### config.mk
export PLATFORM = sky130hd
export DESIGN_NAME = wake_evt_ctrl
export DESIGN_NICKNAME = d
export VERILOG_FILES = /design/src/rtl/wake_pkg.sv /design/src/rtl/wake_sync.sv /design/src/rtl/wake_edge.sv /design/src/rtl/wake_flag_bank.sv /design/src/rtl/wake_evt_ctrl.sv
export SDC_FILE = /design/constraint.sdc
export NUM_CORES = 1
export LEC_CHECK = 0
export BUFFER_PORTS_ARGS = -buffer_cell sky130_fd_sc_hd__buf_4
export CORE_UTILIZATION = 39
export DETAILED_ROUTE_END_ITERATION = 10
export PLACE_DENSITY = 0.72
export REMOVE_ABC_BUFFERS = 1
export SLEW_MARGIN = 20
export SYNTH_ARGS = -nofsm -noshare
export SYNTH_HDL_FRONTEND = slang
export SYNTH_SLANG_ARGS = --single-unit
### constraint.sdc
create_clock -name clk -period 3 [get_ports clk]
set_input_delay 0.3 -clock clk [delete_from_list [all_inputs] [get_ports clk]]
set_output_delay 0.3 -clock clk [all_outputs]
set_load 0.01 [all_outputs]
### src/rtl/wake_pkg.sv
package wake_pkg;
    localparam logic [2:0] ADR_EN_VD  = 3'd0;
    localparam logic [2:0] ADR_EN_PIN = 3'd1;
    localparam logic [2:0] ADR_POL    = 3'd2;
    localparam logic [2:0] ADR_FLAG   = 3'd3;
endpackage

### src/rtl/wake_sync.sv
module wake_sync #(
    parameter int W      = 4,
    parameter int STAGES = 2
) (
    input  logic         clk,
    input  logic         rst_n,
    input  logic [W-1:0] din,
    output logic [W-1:0] dout
);
    typedef struct packed {
        logic [STAGES-1:0][W-1:0] pipe;
    } sync_t;

    sync_t st_d, st_q;

    always_comb begin
        st_d = st_q;
        st_d.pipe[0] = din;
        for (int k = 1; k < STAGES; k++) begin
            st_d.pipe[k] = st_q.pipe[k-1];
        end
    end

    always_ff @(posedge clk or negedge rst_n) begin
        if (!rst_n) st_q <= '0;
        else        st_q <= st_d;
    end

    assign dout = st_q.pipe[STAGES-1];
endmodule

### src/rtl/wake_edge.sv
module wake_edge #(
    parameter int N = 6
) (
    input  logic         clk,
    input  logic         rst_n,
    input  logic [N-1:0] level,
    input  logic [N-1:0] rise_sel,
    output logic [N-1:0] hit
);
    typedef struct packed {
        logic [N-1:0] prev;
    } edge_t;

    edge_t st_d, st_q;

    always_comb begin
        st_d      = st_q;
        st_d.prev = level;
    end

    always_ff @(posedge clk or negedge rst_n) begin
        if (!rst_n) st_q <= '0;
        else        st_q <= st_d;
    end

    for (genvar g = 0; g < N; g++) begin : g_src
        logic up, down;
        assign up     = level[g] & ~st_q.prev[g];
        assign down   = ~level[g] & st_q.prev[g];
        assign hit[g] = rise_sel[g] ? up : down;
    end
endmodule

### src/rtl/wake_flag_bank.sv
module wake_flag_bank #(
    parameter int N = 6
) (
    input  logic         clk,
    input  logic         rst_n,
    input  logic [N-1:0] set_v,
    input  logic [N-1:0] clr_v,
    output logic [N-1:0] flag
);
    typedef struct packed {
        logic [N-1:0] pend;
    } flag_t;

    flag_t st_d, st_q;

    always_comb begin
        st_d = st_q;
        // a new event outranks a clear in the same cycle
        st_d.pend = (st_q.pend & ~clr_v) | set_v;
    end

    always_ff @(posedge clk or negedge rst_n) begin
        if (!rst_n) st_q <= '0;
        else        st_q <= st_d;
    end

    assign flag = st_q.pend;
endmodule

### src/rtl/wake_evt_ctrl.sv
module wake_evt_ctrl
    import wake_pkg::*;
#(
    parameter int NVD  = 2,
    parameter int NPIN = 4,
    parameter int AW   = 3,
    parameter int DW   = 8,
    parameter int SYNC = 2
) (
    input  logic            clk,
    input  logic            rst_n,
    input  logic [NVD-1:0]  vd_evt,
    input  logic [NPIN-1:0] pin_in,
    input  logic            wr_en,
    input  logic [AW-1:0]   wr_addr,
    input  logic [DW-1:0]   wr_data,
    input  logic [AW-1:0]   rd_addr,
    output logic [DW-1:0]   rd_data,
    output logic            wake_o
);
    localparam int NSRC = NVD + NPIN;

    typedef struct packed {
        logic [NPIN-1:0] en_pin;
        logic [NVD-1:0]  en_vd;
        logic [NSRC-1:0] pol;
    } cfg_t;

    cfg_t cfg_d, cfg_q;

    logic [NPIN-1:0] pin_sync;
    logic [NSRC-1:0] level_vec;
    logic [NSRC-1:0] hit_vec;
    logic [NSRC-1:0] en_vec;
    logic [NSRC-1:0] set_vec;
    logic [NSRC-1:0] clr_vec;
    logic [NSRC-1:0] flag_vec;

    wake_sync #(.W(NPIN), .STAGES(SYNC)) u_sync (
        .clk  (clk),
        .rst_n(rst_n),
        .din  (pin_in),
        .dout (pin_sync)
    );

    assign level_vec = {pin_sync, vd_evt};

    wake_edge #(.N(NSRC)) u_edge (
        .clk     (clk),
        .rst_n   (rst_n),
        .level   (level_vec),
        .rise_sel(cfg_q.pol),
        .hit     (hit_vec)
    );

    assign en_vec  = {cfg_q.en_pin, cfg_q.en_vd};
    assign set_vec = hit_vec & en_vec;
    assign clr_vec = (wr_en && wr_addr == AW'(ADR_FLAG)) ? wr_data[NSRC-1:0] : '0;

    wake_flag_bank #(.N(NSRC)) u_flags (
        .clk  (clk),
        .rst_n(rst_n),
        .set_v(set_vec),
        .clr_v(clr_vec),
        .flag (flag_vec)
    );

    always_comb begin
        cfg_d = cfg_q;
        if (wr_en) begin
            if (wr_addr == AW'(ADR_EN_VD))       cfg_d.en_vd  = wr_data[NVD-1:0];
            else if (wr_addr == AW'(ADR_EN_PIN)) cfg_d.en_pin = wr_data[NPIN-1:0];
            else if (wr_addr == AW'(ADR_POL))    cfg_d.pol    = wr_data[NSRC-1:0];
        end
    end

    always_ff @(posedge clk or negedge rst_n) begin
        if (!rst_n) cfg_q <= '0;
        else        cfg_q <= cfg_d;
    end

    always_comb begin
        rd_data = '0;
        if (rd_addr == AW'(ADR_EN_VD))       rd_data[NVD-1:0]  = cfg_q.en_vd;
        else if (rd_addr == AW'(ADR_EN_PIN)) rd_data[NPIN-1:0] = cfg_q.en_pin;
        else if (rd_addr == AW'(ADR_POL))    rd_data[NSRC-1:0] = cfg_q.pol;
        else if (rd_addr == AW'(ADR_FLAG))   rd_data[NSRC-1:0] = flag_vec;
    end

    assign wake_o = |flag_vec;
endmodule

==> flow_metrics.py <==
metrics = {
    "timing": {
        "whs_ns": 0.0553,
        "worst_slack_ns": 1.20,
        "period_minus_slack_ns": 1.80,
        "setup_viol": 0,
        "setup_tns_ns": 0,
        "fin_worst_skew_ns": 0.00905,
        "hold_viol_final": 0,
        "drv_slew": 0,
        "fmax_ghz": 0.556,
        "rsz0062_at_grt": "no",
        "fin_crit_sh_pct": 59.9,
    },
    "final_layout": {
        "final_util_pct": 50.3,
        "nets": 158,
        "drive_gt1_share_pct": 37.5,
        "area_growth_pct": 22.5,
        "antennaDiodeCount": 0,
        "num-fill-cells": 338,
    },
    "drt": {
        "routed_via_density": 4.99,
        "top_layer": "met4",
        "vias": 909,
        "drt_iter0_drc": 38,
        "drcViolationCount": 0,
        "met1_length_um": 1090,
        "wire_per_inst_um": 13.7,
        "antenna_left": 0,
        "wl_met3_um": 87,
        "wl_um": 2490,
        "wl_met2_um": 1270,
        "drt_first_pass_iters": 4,
    },
    "placement": {
        "globalplace.congestion": 0.797,
        "portBuffers": 27,
        "dp_hpwl_um": 1840,
        "dp_slack_ns": 1.47,
    },
    "power_and_ir_drop": {
        "irDropWorstVdd_v": 0.000288,
        "power_density_nw_per_um2": 600,
        "leakage_nw": 0.768,
        "power.total_w": 0.00102,
    },
    "die": {
        "core_um2": 3360,
        "initial_core_util_pct": 41.1,
        "num_rows": 21,
        "io_pins": 32,
        "die-area_um2": 3780,
        "die_width_um": 61.5,
        "die_y_um": 61.5,
    },
    "yosys": {
        "syn-mean-instance-area_um2": 13.4,
        "syn_area_um2": 1380,
        "synth_warnings": 0,
        "synthTopCellsByArea": "dfrtp_1, mux2_4, a22o_1",
        "synthAdderAreaFrac_pct": 0,
        "yosys.area.top_type": "dfrtp_1",
        "muxShareOfSynthArea_pct": 17.8,
        "ys_seq_elements": 32,
        "synth-seq-area-share_pct": 58.0,
        "synthSimpleGateAreaFrac_pct": 13.7,
        "yosysTopAreaCellShare_pct": 58.0,
        "synth_top_family_by_area": "multiplexers",
        "synth_xor_area_share_pct": 0,
        "syn-instance-count": 103,
        "ys_types": 25,
        "synth_compound_area_share_pct": 7.52,
    },
    "grt": {
        "grt_pass1_vias": 844,
        "grt_max_degree": 33,
        "overflow": 0,
        "grt_first_pass_wirelength_um": 3950,
        "track_usage_pct": 15.4,
        "antenna_found_initial": 0,
    },
    "worst_setup_path": {
        "cp.arrival_ns": 1.50,
        "reg2reg_slack_ns": 2.03,
        "critPathMaxFanout": 4,
        "required_ns": 2.70,
        "crit_type": "flop to output port",
        "start_kind": "flop",
        "end_kind": "output port",
    },
    "clock_tree": {
        "clock-sinks": 32,
        "clk_latency_ns": 0.34,
        "clk_root_buffer_cell": "clkbuf_4",
        "cts_buffer_depth": 2,
        "cts_made_buffers": 5,
        "htreeDepth": 2,
        "cts_resized": 0,
        "tritoncts": "done",
        "clk_pin_slew_worst_paths_ns": 0.10,
    },
    "flow_run": {
        "drv_cap": 0,
    },
    "hold_path": {
        "hp-class": "primary input to flop",
    },
    "status": {
        "status": "completed",
    },
}
-- power breakdown --
| part | switching, W | internal [W] |
|---|---|---|
| registers | 0.0000615 | 0.000503 |
| logic | 0.0000687 | 0.000127 |
| clock network | 0.000144 | 0.000111 |
-- worst max-delay path, cell delays in order (launching register included) --
cell and delay, ns:
dfrtp_1 0.43, mux4_2 0.46, nor2b_1 0.14, buf_4 0.13
-- cell families after synthesis --
family	after synthesis
AOI/OAI and AO/OA	14
buffers and inverters	5
DFF	32
muxes	18
other	1
and+or+nand+nor	33
-- final timing paths --
path	startpoint	to	cells past startpoint
setup reg to reg	cfg_q[1]	u_flags.flag[1]	3
hold reg to reg	u_sync.st_d[7]	u_sync.dout[3]	0
min in group asynchronous	rst_n	u_sync.dout[1]	2
hold / removal	pin_in[2]	u_sync.st_d[6]	1
max in group asynchronous	rst_n	u_flags.flag[0]	2
setup / recovery	cfg_q[0]	rd_data[0]	3
-- synth_stat cells, drive strengths merged --
library cell,count
a22oi,2
nor2b,2
nand3b,1
mux2,14
a22o,6
and2b,1
conb,1
nor4,1
and4bb,1
nand2,12
nand2b,7
buf,5
mux4,2
nor2,5
mux2i,2
o21ai,1
nor4bb,1
o22ai,5
nor4b,1
dfrtp,32
and4b,1
-- per-stage QoR --
step / cell area (um2) / std cells
finish: 1690 / 182
global route: 1690 / 182
CTS: 1690 / 182
detailed placement: 1620 / 173
global placement: 1620 / 173
floorplan: 1350 / 99
-- what timing repair did --
| item | 4_1_cts | 5_1_grt |
|---|---|---|
| hold buffers | 1 | 0 |
| endpoints found under the hold margin | 32 | 0 |
| buffers inserted | 0 | 0 |
-- layout by cell type (no fill, tap or decap), drive strengths merged, types with 5 or more instances in the layout --
master,synthesis,layout
dfrtp,32,32
buf,5,28
mux2,14,14
nand2,12,12
nand2b,7,7
a22o,6,6
clkbuf,0,6
nor2,5,5
o22ai,5,5
-- flip-flops by register name, indices dropped and copies added, names as in the netlist --
signal and cells:
cfg_q 12, u_edge.st_q 6, u_flags.flag 6, u_sync.dout 4, u_sync.st_d 4
-- metal layers --
metal	track usage, %	up-vias
li1	-	433
met1	20.4	455
met2	21.8	15
met3	5.67	6
met4	8.57	0
met5	0	-
-- cell type report --
cell class | count | area [um2] | share of cell area, %
Clock inverter | 2 | 10.0 | 0.592
Tap cell | 46 | 57.6 | 3.40
Sequential cell | 32 | 801 | 47.3
Timing Repair Buffer | 29 | 220 | 13.0
Clock buffer | 6 | 51.3 | 3.03
Multi-Input combinational cell | 67 | 552 | 32.6
Power figures use the tool's default switching activity.
